File: src/rtl/vram_port_pkg.sv
package vram_port_pkg;

  typedef enum logic [2:0] {
    SEL_CTRL    = 3'd0,
    SEL_ADDR_LO = 3'd1,
    SEL_ADDR_HI = 3'd2,
    SEL_DATA_LO = 3'd3,
    SEL_DATA_HI = 3'd4
  } reg_sel_e;

  typedef struct packed {
    logic       hi_trig;
    logic [2:0] rsvd;
    logic [1:0] fmt;
    logic [1:0] stride;
  } ctrl_t;

  localparam logic [7:0] CTRL_WMASK = 8'h8F;

  function automatic logic [7:0] stride_words(input logic [1:0] code);
    case (code)
      2'd0:    return 8'd1;
      2'd1:    return 8'd32;
      2'd2:    return 8'd64;
      default: return 8'd128;
    endcase
  endfunction

endpackage

File: src/rtl/vram_port_ctrl.sv
module vram_port_ctrl
  import vram_port_pkg::*;
(
  input  logic       clk_i,
  input  logic       rst_ni,
  input  logic       wr_en_i,
  input  logic [7:0] wdata_i,
  output ctrl_t      ctrl_o
);

  ctrl_t ctrl_q;

  always_ff @(posedge clk_i or negedge rst_ni) begin
    if (!rst_ni)      ctrl_q <= '0;
    else if (wr_en_i) ctrl_q <= ctrl_t'(wdata_i & CTRL_WMASK);
  end

  assign ctrl_o = ctrl_q;

  a_r6_rsvd_zero: assert property (@(posedge clk_i) disable iff (!rst_ni)
    wr_en_i |=> (ctrl_o.rsvd == 3'd0));

endmodule

File: src/rtl/vram_port_addr.sv
module vram_port_addr
  import vram_port_pkg::*;
#(
  parameter int ADDR_W = 15
) (
  input  logic              clk_i,
  input  logic              rst_ni,
  input  logic              load_lo_i,
  input  logic              load_hi_i,
  input  logic [7:0]        byte_i,
  input  logic              step_en_i,
  input  logic [1:0]        stride_i,
  output logic [ADDR_W-1:0] addr_o
);

  localparam int WIDE_W = 16;

  logic [ADDR_W-1:0] addr_q, addr_d;
  logic [WIDE_W-1:0] wide;

  assign wide = WIDE_W'(addr_q);

  always_comb begin
    addr_d = addr_q;
    if (load_lo_i)      addr_d = ADDR_W'({wide[15:8], byte_i});
    else if (load_hi_i) addr_d = ADDR_W'({byte_i, wide[7:0]});
    else if (step_en_i) addr_d = addr_q + ADDR_W'(stride_words(stride_i));
  end

  always_ff @(posedge clk_i or negedge rst_ni) begin
    if (!rst_ni) addr_q <= '0;
    else         addr_q <= addr_d;
  end

  assign addr_o = addr_q;

  a_r2_lo_load: assert property (@(posedge clk_i) disable iff (!rst_ni)
    load_lo_i |=> (WIDE_W'(addr_o) & 16'h00FF) == (WIDE_W'(ADDR_W'($past(byte_i))) & 16'h00FF));

endmodule

File: src/rtl/vram_port_prefetch.sv
module vram_port_prefetch (
  input  logic        clk_i,
  input  logic        rst_ni,
  input  logic        fetch_req_i,
  input  logic        wr_busy_i,
  input  logic [15:0] mem_rdata_i,
  output logic        mem_re_o,
  output logic [15:0] latch_o
);

  logic        pend_q, rvalid_q;
  logic [15:0] latch_q;

  assign mem_re_o = pend_q & ~wr_busy_i;

  always_ff @(posedge clk_i or negedge rst_ni) begin
    if (!rst_ni) begin
      pend_q   <= 1'b0;
      rvalid_q <= 1'b0;
      latch_q  <= '0;
    end else begin
      pend_q   <= fetch_req_i | (pend_q & ~mem_re_o);
      rvalid_q <= mem_re_o;
      if (rvalid_q) latch_q <= mem_rdata_i;
    end
  end

  assign latch_o = latch_q;

  // a fetch blocked by a write stays queued
  a_r9_fetch_kept: assert property (@(posedge clk_i) disable iff (!rst_ni)
    (pend_q && wr_busy_i) |=> pend_q);

  a_r8_capture: assert property (@(posedge clk_i) disable iff (!rst_ni)
    $past(mem_re_o) |=> (latch_o == $past(mem_rdata_i)));

endmodule

File: src/rtl/vram_port.sv
module vram_port
  import vram_port_pkg::*;
#(
  parameter int ADDR_W = 15
) (
  input  logic              clk_i,
  input  logic              rst_ni,
  input  logic [2:0]        reg_sel_i,
  input  logic              reg_wr_i,
  input  logic              reg_rd_i,
  input  logic [7:0]        reg_wdata_i,
  output logic [7:0]        reg_rdata_o,
  output logic [ADDR_W-1:0] mem_addr_o,
  output logic              mem_we_o,
  output logic [1:0]        mem_be_o,
  output logic [15:0]       mem_wdata_o,
  output logic              mem_re_o,
  input  logic [15:0]       mem_rdata_i
);

  ctrl_t       ctrl;
  logic [15:0] latch;
  logic        wr_ctrl, wr_alo, wr_ahi, wr_dlo, wr_dhi, rd_lo, rd_hi;
  logic        lo_acc, hi_acc, step_en, trig_rd, fetch_req;

  assign wr_ctrl = reg_wr_i && (reg_sel_i == SEL_CTRL);
  assign wr_alo  = reg_wr_i && (reg_sel_i == SEL_ADDR_LO);
  assign wr_ahi  = reg_wr_i && (reg_sel_i == SEL_ADDR_HI);
  assign wr_dlo  = reg_wr_i && (reg_sel_i == SEL_DATA_LO);
  assign wr_dhi  = reg_wr_i && (reg_sel_i == SEL_DATA_HI);
  assign rd_lo   = reg_rd_i && !reg_wr_i && (reg_sel_i == SEL_DATA_LO);
  assign rd_hi   = reg_rd_i && !reg_wr_i && (reg_sel_i == SEL_DATA_HI);

  assign lo_acc    = wr_dlo | rd_lo;
  assign hi_acc    = wr_dhi | rd_hi;
  assign step_en   = ctrl.hi_trig ? hi_acc : lo_acc;
  assign trig_rd   = ctrl.hi_trig ? rd_hi : rd_lo;
  assign fetch_req = wr_alo | wr_ahi | trig_rd;

  vram_port_ctrl u_ctrl (
    .clk_i   (clk_i),
    .rst_ni  (rst_ni),
    .wr_en_i (wr_ctrl),
    .wdata_i (reg_wdata_i),
    .ctrl_o  (ctrl)
  );

  vram_port_addr #(.ADDR_W(ADDR_W)) u_addr (
    .clk_i     (clk_i),
    .rst_ni    (rst_ni),
    .load_lo_i (wr_alo),
    .load_hi_i (wr_ahi),
    .byte_i    (reg_wdata_i),
    .step_en_i (step_en),
    .stride_i  (ctrl.stride),
    .addr_o    (mem_addr_o)
  );

  vram_port_prefetch u_pf (
    .clk_i       (clk_i),
    .rst_ni      (rst_ni),
    .fetch_req_i (fetch_req),
    .wr_busy_i   (mem_we_o),
    .mem_rdata_i (mem_rdata_i),
    .mem_re_o    (mem_re_o),
    .latch_o     (latch)
  );

  assign mem_we_o    = wr_dlo | wr_dhi;
  assign mem_be_o    = {wr_dhi, wr_dlo};
  assign mem_wdata_o = {reg_wdata_i, reg_wdata_i};

  always_comb begin
    case (reg_sel_i)
      SEL_CTRL:    reg_rdata_o = ctrl;
      SEL_DATA_LO: reg_rdata_o = latch[7:0];
      SEL_DATA_HI: reg_rdata_o = latch[15:8];
      default:     reg_rdata_o = 8'h00;
    endcase
  end

  logic [ADDR_W-1:0] chk_stride;
  always_comb begin
    unique case (ctrl.stride)
      2'b00: chk_stride = ADDR_W'(1);
      2'b01: chk_stride = ADDR_W'(32);
      2'b10: chk_stride = ADDR_W'(64);
      2'b11: chk_stride = ADDR_W'(128);
    endcase
  end

  a_r9_we_re_excl: assert property (@(posedge clk_i) disable iff (!rst_ni)
    !(mem_we_o && mem_re_o));

  a_r3_single_lane: assert property (@(posedge clk_i) disable iff (!rst_ni)
    mem_we_o |-> ($countones(mem_be_o) == 1));

  a_r8_fetch_or_write: assert property (@(posedge clk_i) disable iff (!rst_ni)
    (wr_alo || wr_ahi) |=> (mem_re_o || mem_we_o));

  a_r4_other_lane_hold: assert property (@(posedge clk_i) disable iff (!rst_ni)
    (reg_wr_i || reg_rd_i) && (ctrl.hi_trig ? (reg_sel_i == SEL_DATA_LO) : (reg_sel_i == SEL_DATA_HI))
    |=> $stable(mem_addr_o));

  a_r5_stride: assert property (@(posedge clk_i) disable iff (!rst_ni)
    (reg_wr_i || reg_rd_i) && (ctrl.hi_trig ? (reg_sel_i == SEL_DATA_HI) : (reg_sel_i == SEL_DATA_LO))
    |=> (mem_addr_o == $past(mem_addr_o) + $past(chk_stride)));

endmodule

File: config.mk
export PLATFORM = sky130hd
export DESIGN_NAME = vram_port
export DESIGN_NICKNAME = d
export VERILOG_FILES = /design/src/rtl/vram_port_pkg.sv /design/src/rtl/vram_port_ctrl.sv /design/src/rtl/vram_port_addr.sv /design/src/rtl/vram_port_prefetch.sv /design/src/rtl/vram_port.sv
export SDC_FILE = /design/constraint.sdc
export NUM_CORES = 1
export LEC_CHECK = 0
export CAP_MARGIN = 0
export CELL_PAD_IN_SITES_DETAIL_PLACEMENT = 1
export CELL_PAD_IN_SITES_GLOBAL_PLACEMENT = 1
export CORE_ASPECT_RATIO = 1.75
export CORE_MARGIN = 4
export CORE_UTILIZATION = 38
export CTS_CLUSTER_SIZE = 24
export DETAILED_ROUTE_END_ITERATION = 8
export PLACE_DENSITY_LB_ADDON = 0.1
export SETUP_SLACK_MARGIN = 0.3
export SKIP_CTS_REPAIR_TIMING = 1
export SLEW_MARGIN = 15
export SYNTH_ARGS = -nofsm -noshare
export SYNTH_HDL_FRONTEND = slang
export SYNTH_SLANG_ARGS = --single-unit
File: constraint.sdc
create_clock -name clk_i -period 4.9 [get_ports clk_i]
set_input_delay 0.98 -clock clk_i [delete_from_list [all_inputs] [get_ports clk_i]]
set_output_delay 0.98 -clock clk_i [all_outputs]
set_load 0.01 [all_outputs]
==> flow_metrics.env, run 1 <==
export IMPL_min_to="u_pf.latch_o[7]$_DFFE_PN0P_"
export IMPL_min_delay_start="u_pf.latch_o[7]$_DFFE_PN0P_"
export IMPL_avgSynthCellArea_um2=10.2
export IMPL_period_share_pct=84.0
export IMPL_max_stage_delay_ps=770
export IMPL_reg2reg_to="u_addr.addr_o[8]$_DFFE_PN0P_"
export IMPL_cts_sinks=38
export IMPL_grt_max_degree=39
export IMPL_critPathSlowestCell="clkdlybuf4s50_1"
export IMPL_htreeDepth=2
export IMPL_timing_rr_start="u_ctrl.ctrl_o[1]$_DFFE_PN0P_"
export IMPL_hold_depth=1
export IMPL_crit_chain="clkdlybuf4s50_1 > nor2b_1 > and3_1 > or2_2 > nor2_1 > clkdlybuf4s50_1"
export IMPL_clkTransAtPathRegs_ps=80
export IMPL_drive_above_1_share_pct=14.8
export IMPL_rows=37
export IMPL_fin_worst_skew_ps=11.2
export IMPL_hold_path_class="flop to flop"
export IMPL_status="finished, final reports clean"
export IMPL_synth_edf_count=0
export IMPL_r2r_slack_ps=2450
export IMPL_criticalPathCategory="primary input to output pin"
export IMPL_setup_viol=0
export IMPL_nets=312
export IMPL_setup_tns_ps=0
export IMPL_ioPinCount=74
export IMPL_finalHoldViolations=0
export IMPL_dpl_cell_count=347
export IMPL_grt_total_usage_pct=18.2
export IMPL_vias=1927
export IMPL_synth_compound_gate_area_share_pct=18.7
export IMPL_synth_fa_ha_area_share_pct=2.73
export IMPL_cp_start_kind="primary input"
export IMPL_synth_cells=224
export IMPL_overflow=0
export IMPL_synth_ff_type="dfrtp_1"
export IMPL_antenna_cells=0
export IMPL_synth_xor_area_share_pct=1.53
export IMPL_critical_path_top_delay_family="buffers and inverters"
export IMPL_worstMarginPinSlew_ps=897
export IMPL_grt_pass1_vias=2102
export IMPL_synth_net_count=260
export IMPL_cts_tree="yes"
export IMPL_synth_top_family_by_area="compound AO/OA/AOI/OAI gates"
export IMPL_synth_mux_area_share_pct=10.3
export IMPL_numCtsBuffers=5
export IMPL_wl_per_cell_um=17.9
export IMPL_fin_cells=355
export IMPL_clock_latency_ps=300
export IMPL_min_period_ps=4110
export IMPL_floorplan_initialDensity_pct=38.9
export IMPL_clockBufferDepth=2
export IMPL_endpoint_kind="output pin"
export IMPL_postRouteAntennaNets=0
export IMPL_clockRootBuffer="clkbuf_8"
export IMPL_area_delta_synth_final_pct=33.7
export IMPL_gp_congestion=0.768
export IMPL_drt_initial_drc_count=59
export IMPL_wl_mm=6.35
export IMPL_cp_data_required_time_ps=3920
export IMPL_drc=0
export IMPL_crit_top_cell="clkdlybuf4s50_1"
export IMPL_leakagePower_nw=1.25
export IMPL_antenna_found_initial=0
export IMPL_p_per_area_nw_per_um2=398
export IMPL_crit_arrival_ps=3130
export IMPL_synthArstFlopShare_pct=100
export IMPL_dr_pass1_iters=4
export IMPL_yosys_warnings=0
export IMPL_die_w_um=66.7
export IMPL_grt_pass1_wl_mm=10.5
export IMPL_drv_cap=0
export IMPL_port_buffers=73
export IMPL_cp_max_fo=13
export IMPL_rsz0062_at_grt="false"
export IMPL_dp_hpwl_mm=4.82
export IMPL_reg2reg_depth=8
export IMPL_seq_area_frac_synth_pct=41.5
export IMPL_max_freq_mhz=243
export IMPL_ir_drop_uv=255
export IMPL_core_um2=5880
export IMPL_drv_slew=0
export IMPL_worstPathBufferInverterCount=2
export IMPL_synthSimpleGateAreaFrac_pct=15.7
export IMPL_dieHeight_um=111
export IMPL_synth_distinct_cells=51
export IMPL_slew_headroom_pct=40.2
export IMPL_die_area_um2=7380
export IMPL_synth_area_um2=2290
export IMPL_synth_seq_cells=38
export IMPL_viasPerCell=5.43
## per-layer routing
layer	wire [µm]	global-route usage (%)
met4	71	4.61
met2	3680	34.9
met3	240	3.04
met1	2360	19.6
met5	0	0
## final cells by class
class,instances,area (µm²)
Clock buffer,6,82.6
Sequential cell,38,951
Fill cell,678,2820
Clock inverter,2,60.1
Multi-Input combinational cell,153,1120
Tap cell,78,97.6
Timing Repair Buffer,74,733
Inverter,4,15.0
## sequential cells by signal, indices dropped and copies added (netlist names)
signal / flops
u_addr.addr_o: 15
u_ctrl.ctrl_o: 5
u_pf.latch_o: 16
u_pf.pend_q: 1
u_pf.rvalid_q: 1
## placed cells by master, fill, tap and decap left out, types with 2 or more instances in the layout
cell             synthesis  layout
a21oi_1                  6       6
a22oi_1                 10      10
a311oi_1                 2       2
a32o_1                   3       3
a32oi_1                  2       2
and2_1                   5       5
and3_1                   5       5
bufinv_16                0       2
clkbuf_8                 0       6
clkdlybuf4s50_1          0      72
dfrtp_1                 38      38
ha_1                     5       5
inv_1                    4       4
mux2_2                  21      21
nand2_1                 15      15
nand3_1                  5       5
nor2_1                   7       7
nor2b_1                  4       4
nor3_1                   5       5
nor4b_1                  2       2
o211a_1                  3       3
o21ai_0                 22      22
o22ai_1                  3       3
xor2_1                   3       3
## per-stage QoR
step,hold WS (ps),cell area [µm²],total power [mW],setup WS [ps],util [%]
after global routing,531,3060,1.30,603,52.1
after global placement,491,2920,0.882,831,49.6
final,511,3060,1.22,786,52.1
after detailed placement,490,2920,0.893,785,49.6
after floorplan,462,2290,0.697,1840,-
after CTS,513,3060,1.23,774,52.1
## synthesized netlist by cell type, types with 2 or more instances
| cell type | number | area (µm²) |
|---|---|---|
| nand3_1 | 5 | 25.0 |
| nor4b_1 | 2 | 17.5 |
| o211a_1 | 3 | 30.0 |
| a21oi_1 | 6 | 30.0 |
| and2_1 | 5 | 31.3 |
| buf_4 | 18 | 135 |
| a311oi_1 | 2 | 17.5 |
| nand2_1 | 15 | 56.3 |
| nor2b_1 | 4 | 25.0 |
| nor3_1 | 5 | 25.0 |
| a32oi_1 | 2 | 17.5 |
| inv_1 | 4 | 15.0 |
| ha_1 | 5 | 62.6 |
| o21ai_0 | 22 | 110 |
| xor2_1 | 3 | 26.3 |
| a22oi_1 | 10 | 75.1 |
| mux2_2 | 21 | 236 |
| buf_6 | 3 | 33.8 |
| and3_1 | 5 | 31.3 |
| o22ai_1 | 3 | 18.8 |
| buf_2 | 2 | 10.0 |
| dfrtp_1 | 38 | 951 |
| clkbuf_1 | 5 | 18.8 |
| nor2_1 | 7 | 26.3 |
| a32o_1 | 3 | 30.0 |
## report_power, final
| part | switching [mW] | internal, mW |
|---|---|---|
| Clock | 0.119 | 0.217 |
| Sequential | 0.0799 | 0.399 |
| Combinational | 0.177 | 0.225 |
| Total | 0.376 | 0.841 |
## logic make-up (layout without fill, tap and decap cells)
group | count (synthesis) | in the layout
DFF | 38 | 38
xor gates and xnor gates | 4 | 4
muxes | 21 | 21
AOI/OAI and AO/OA | 62 | 62
adders and majority gates | 5 | 5
and+or+nand+nor | 61 | 61
buffers and inverters | 33 | 86
## worst max path at each step
stage,from,endpoint,slack [ps],cells past startpoint
4_1_cts,reg_sel_i[2],mem_re_o,770,6
3_3_place_gp,reg_sel_i[2],mem_re_o,830,6
3_5_place_dp,reg_sel_i[2],mem_re_o,790,6
6_report,reg_sel_i[2],mem_re_o,790,6
5_1_grt,reg_sel_i[2],mem_re_o,600,6
2_1_floorplan,reg_sel_i[2],mem_re_o,1840,5
Note: power is estimated with default switching activity, not from simulation.
==> run 2: changes to the inputs <==
--- a/config.mk
+++ b/config.mk
@@ -10,7 +10,7 @@
 export CELL_PAD_IN_SITES_GLOBAL_PLACEMENT = 1
 export CORE_ASPECT_RATIO = 1.75
 export CORE_MARGIN = 4
-export CORE_UTILIZATION = 38
+export CORE_UTILIZATION = 31
 export CTS_CLUSTER_SIZE = 24
 export DETAILED_ROUTE_END_ITERATION = 8
 export PLACE_DENSITY_LB_ADDON = 0.1
==> constraint.sdc (replaced) <==
create_clock -name clk_i -period 3.35 [get_ports clk_i]
set_input_delay 0.67 -clock clk_i [delete_from_list [all_inputs] [get_ports clk_i]]
set_output_delay 0.67 -clock clk_i [all_outputs]
set_load 0.01 [all_outputs]
==> run 2 against run 1 <==
  * Sequential power grew 47%
  * Clock power grew 39%
  * Critical path type unchanged
  * Die area grew 20%
  * Global-route usage shrank 2.6 points
  * Cell count grew 6.2%
  * Total power grew 45%
==> flow_metrics.env, run 2 (synthesized netlist as in run 1, its figures left out) <==
export IMPL_status="finished, final reports clean"
export IMPL_clock_latency_ps=280
export IMPL_critPathSlowestCell="clkdlybuf4s50_1"
export IMPL_final_cell_area_um2=3210
export IMPL_max_freq_mhz=329
export IMPL_viasPerCell=5.24
export IMPL_die_area_um2=8880
export IMPL_multi_input_area_um2=1140
export IMPL_overflow=0
export IMPL_endpoint_kind="output pin"
export IMPL_clkTransAtPathRegs_ps=60
export IMPL_criticalPathCategory="primary input to output pin"
export IMPL_cts_tree="yes"
export IMPL_min_period_ps=3040
export IMPL_dieHeight_um=122
export IMPL_grt_pass1_wl_mm=10.6
export IMPL_grt_total_usage_pct=15.6
export IMPL_rows=41
export IMPL_cts_sinks=38
export IMPL_antenna_found_initial=0
export IMPL_gp_congestion=0.720
export IMPL_mostFrequentLayoutCell="clkdlybuf4s50_1"
export IMPL_largest_reg_flops=16
export IMPL_period_share_pct=90.8
export IMPL_nFillCells=824
export IMPL_hold_path_class="flop to flop"
export IMPL_crit_arrival_ps=2370
export IMPL_placed_area_um2=3020
export IMPL_cp_start_kind="primary input"
export IMPL_die_w_um=73.0
export IMPL_worstMarginPinSlew_ps=920
export IMPL_vias=1975
export IMPL_setup_tns_ps=0
export IMPL_crit_chain="clkdlybuf4s50_1 > buf_4 > nor2_1 > buf_4 > a22oi_1 > o21ai_0 > clkdlybuf4s50_1"
export IMPL_p_per_area_nw_per_um2=549
export IMPL_ioPinCount=74
export IMPL_core_um2=7180
export IMPL_wl_mm=6.77
export IMPL_clockRootBuffer="clkbuf_16"
export IMPL_setup_viol=0
export IMPL_wl_per_cell_um=18.0
export IMPL_grt_max_degree=39
export IMPL_layout_common_cells="clkdlybuf4s50_1 (65), dfrtp_1 (38), o21ai_0 (22)"
export IMPL_dr_pass1_iters=4
export IMPL_postRouteAntennaNets=0
export IMPL_numCtsBuffers=5
export IMPL_area_delta_synth_final_pct=40.3
export IMPL_cp_data_required_time_ps=2680
export IMPL_floorplan_initialDensity_pct=31.9
export IMPL_drive_above_1_share_pct=19.2
export IMPL_drv_slew=0
export IMPL_drc=0
export IMPL_port_buffers=73
export IMPL_fin_worst_skew_ps=4.67
export IMPL_rsz0062_at_grt="true"
export IMPL_nets=328
export IMPL_antenna_cells=0
export IMPL_ff_latch_area_um2=951
export IMPL_leakagePower_nw=1.42
export IMPL_htreeDepth=2
export IMPL_grt_pass1_vias=2010
export IMPL_drt_initial_drc_count=67
export IMPL_finalHoldViolations=0
export IMPL_drv_cap=0
export IMPL_max_stage_delay_ps=570
export IMPL_ir_drop_uv=242
export IMPL_clockBufferDepth=2
export IMPL_slew_headroom_pct=38.2
export IMPL_dp_hpwl_mm=5.14
export IMPL_cp_max_fo=10
==> run 2: power by group <==
part | switching, mW | internal [mW]
clock | 0.179 | 0.288
combinational | 0.257 | 0.338
sequential | 0.119 | 0.584
==> run 2: final cells by class <==
class,count,area share [%]
repair buffers,89,26.9
clock buffers,6,4.32
inverters,4,0.467
flip-flops and latches,38,29.6
well taps,86,3.35
multi-input cells,154,35.4
==> run 2: per-layer routing <==
layer / routed length [µm] / part of all wire [%] / GRT usage, % / vias up
li1: - / - / - / 947
met1: 2470 / 37 / 16.6 / 976
met2: 3920 / 58 / 30.1 / 48
met3: 303 / 4.5 / 2.97 / 4
met4: 69 / 1.0 / 4.50 / 0
met5: 0 / 0 / 0 / -
==> run 2: stage by stage <==
step / instances / setup slack [ps] / hold WS [ps] / utilization, % / power (mW)
2_1_floorplan: 224 / 913 / 374 / - / 1.02
5_1_grt: 377 / 190 / 520 / 44.7 / 1.89
3_5_place_dp: 367 / 68.2 / 482 / 42.0 / 1.32
3_3_place_gp: 367 / 89.4 / 488 / 42.0 / 1.30
4_1_cts: 373 / 58.1 / 503 / 44.0 / 1.79
6_report: 377 / 308 / 500 / 44.7 / 1.77
==> run 2: worst max-delay path, delay by kind of cell <==
family | cells | cell delay, ps
AOI/OAI and AO/OA | 2 | 270
and+or+nand+nor | 1 | 100
buffers and inverters | 4 | 1330
==> run 2: worst paths after layout <==
kind	start	end	slack, ps	cells past startpoint
hold reg to reg	u_pf.pend_q$_DFF_PN0_	u_pf.pend_q$_DFF_PN0_	500	2
setup reg to reg	u_ctrl.ctrl_o[0]$_DFFE_PN0P_	u_addr.addr_o[8]$_DFFE_PN0P_	980	8
hold / removal	u_pf.pend_q$_DFF_PN0_	u_pf.pend_q$_DFF_PN0_	500	2
setup / recovery	reg_sel_i[0]	reg_rdata_o[7]	310	7
min in group asynchronous	rst_ni	u_addr.addr_o[5]$_DFFE_PN0P_	510	1
max in group asynchronous	rst_ni	u_pf.latch_o[11]$_DFFE_PN0P_	2290	1
==> run 3: changes to the inputs <==
--- a/config.mk
+++ b/config.mk
@@ -10,9 +10,10 @@
 export CELL_PAD_IN_SITES_GLOBAL_PLACEMENT = 1
 export CORE_ASPECT_RATIO = 1.75
 export CORE_MARGIN = 4
-export CORE_UTILIZATION = 31
+export CORE_UTILIZATION = 38
 export CTS_CLUSTER_SIZE = 24
 export DETAILED_ROUTE_END_ITERATION = 8
+export HOLD_SLACK_MARGIN = 0.03
 export PLACE_DENSITY_LB_ADDON = 0.1
 export SETUP_SLACK_MARGIN = 0.3
 export SKIP_CTS_REPAIR_TIMING = 1
==> constraint.sdc (replaced) <==
create_clock -name clk_i -period 3.5 [get_ports clk_i]
set_input_delay 0.7 -clock clk_i [delete_from_list [all_inputs] [get_ports clk_i]]
set_output_delay 0.7 -clock clk_i [all_outputs]
set_load 0.01 [all_outputs]
==> run 3 against run 2 <==
  * Critical path depth did not move
  * Largest cell class unchanged
  * Hold slack improved by 9.6 ps
  * Count of clock-buffer cells in the layout did not move
==> flow_metrics.env, run 3 (synthesized netlist as in run 1, its figures left out) <==
export IMPL_status="finished, final reports clean"
export IMPL_power_total_mw=1.56
export IMPL_ioPinCount=74
export IMPL_slew_headroom_pct=41.2
export IMPL_r2r_slack_ps=1140
export IMPL_rsz0062_at_grt="true"
export IMPL_wl_per_cell_um=17.8
export IMPL_core_um2=5880
export IMPL_overflow=0
export IMPL_grt_pass1_vias=2152
export IMPL_cp_data_required_time_ps=2800
export IMPL_period_share_pct=89.6
export IMPL_clock_latency_ps=290
export IMPL_grt_total_usage_pct=18.6
export IMPL_drv_cap=0
export IMPL_min_to="u_pf.pend_q$_DFF_PN0_"
export IMPL_numCtsBuffers=5
export IMPL_timing_final_ws_setup_ps=363
export IMPL_wl_mm=6.46
export IMPL_mostFrequentLayoutCell="clkdlybuf4s50_1"
export IMPL_clockBufferDepth=2
export IMPL_dr_pass1_iters=4
export IMPL_crit_arrival_ps=2440
export IMPL_die_area_um2=7380
export IMPL_leakagePower_nw=1.35
export IMPL_die_w_um=66.7
export IMPL_setup_viol=0
export IMPL_drv_slew=0
export IMPL_gp_congestion=0.837
export IMPL_clkTransAtPathRegs_ps=80
export IMPL_viasPerCell=5.46
export IMPL_min_delay_start="u_pf.pend_q$_DFF_PN0_"
export IMPL_vias=1989
export IMPL_cp_max_fo=10
export IMPL_grt_max_degree=39
export IMPL_cts_tree="yes"
export IMPL_port_buffers=73
export IMPL_fin_util_pct=52.9
export IMPL_dieHeight_um=111
export IMPL_finalHoldViolations=0
export IMPL_endpoint_kind="output pin"
export IMPL_hold_depth=2
export IMPL_drive_above_1_share_pct=18.5
export IMPL_drc=0
export IMPL_p_per_area_nw_per_um2=503
export IMPL_reg2reg_depth=8
export IMPL_dp_hpwl_mm=4.90
export IMPL_worstMarginPinSlew_ps=883
export IMPL_floorplan_initialDensity_pct=38.9
export IMPL_criticalPathCategory="primary input to output pin"
export IMPL_antenna_cells=0
export IMPL_layout_common_cells="clkdlybuf4s50_1 (67), dfrtp_1 (38), o21ai_0 (21), mux2_2 (21), nand2_1 (15)"
export IMPL_cts_sinks=38
export IMPL_min_period_ps=3140
export IMPL_timing_rr_start="u_ctrl.ctrl_o[1]$_DFFE_PN0P_"
export IMPL_cp_start_kind="primary input"
export IMPL_dpl_cell_count=353
export IMPL_fin_cells=364
export IMPL_reg2reg_to="u_addr.addr_o[8]$_DFFE_PN0P_"
export IMPL_clockRootBuffer="clkbuf_8"
export IMPL_htreeDepth=2
export IMPL_area_delta_synth_final_pct=35.8
export IMPL_max_freq_mhz=319
export IMPL_setup_tns_ps=0
export IMPL_grt_pass1_wl_mm=10.7
export IMPL_ir_drop_uv=296
export IMPL_place_ws_ps=125
export IMPL_postRouteAntennaNets=0
export IMPL_rows=37
export IMPL_antenna_found_initial=0
export IMPL_fin_worst_skew_ps=4.84
export IMPL_largest_reg_flops=16
export IMPL_hold_path_class="flop to flop"
export IMPL_nets=321
export IMPL_drt_initial_drc_count=109
[run 3: changes by cell type in the layout (fill, tap and decap cells not counted), moves of 2 or more]
cell	before	now
buf_4	16	10
clkbuf_16	5	0
clkbuf_8	1	6
clkdlybuf4s50_1	65	67
dlymetal6s2s_1	7	5
[run 3: worst max-delay path by stage]
stage          cells past startpoint  slack [ps]    startpoint              to
2_1_floorplan                      5        1000  reg_sel_i[2]        mem_re_o
3_3_place_gp                       6         140  reg_sel_i[1]  reg_rdata_o[2]
3_5_place_dp                       6         130  reg_sel_i[1]  reg_rdata_o[2]
4_1_cts                            6         100  reg_sel_i[1]  reg_rdata_o[2]
5_1_grt                            6         260  reg_sel_i[0]  reg_rdata_o[1]
6_report                           7         360  reg_sel_i[0]  reg_rdata_o[2]
[run 3: stage by stage]
step / cell area, µm² / hold WS, ps
2_1_floorplan: 2290 / 404
3_3_place_gp: 2960 / 491
3_5_place_dp: 2960 / 481
4_1_cts: 3060 / 510
5_1_grt: 3110 / 529
6_report: 3110 / 510
[run 3: cell type report]
cell class / count / area (µm²)
Tap cell: 78 / 97.6
Clock inverter: 2 / 12.5
Multi-Input combinational cell: 153 / 1140
Fill cell: 700 / 2770
Clock buffer: 6 / 82.6
Sequential cell: 38 / 951
Inverter: 4 / 15.0
Timing Repair Buffer: 83 / 813
[run 3: power by group]
group / total, mW / leakage, nW / switching [mW] / internal [mW]
registers: 0.674 / 0.467 / 0.116 / 0.558
clock network: 0.320 / 0.0472 / 0.162 / 0.158
logic: 0.569 / 0.831 / 0.248 / 0.321
total: 1.56 / 1.35 / 0.525 / 1.04
[run 3: metal layers]
layer	vias up	routed length [µm]	track usage (%)	part of all wire [%]
li1	932	-	-	-
met1	991	2290	19.5	35
met2	55	3760	35.3	58
met3	11	260	2.84	4.0
met4	0	152	6.65	2.4
met5	-	0	0	0
[run 3: critical path, cell delays in order]
cell and delay (ps):
clkdlybuf4s50_1 430, buf_4 190, nor3b_4 170, buf_4 190
nand2_1 60, o21ai_1 110, clkdlybuf4s50_1 570
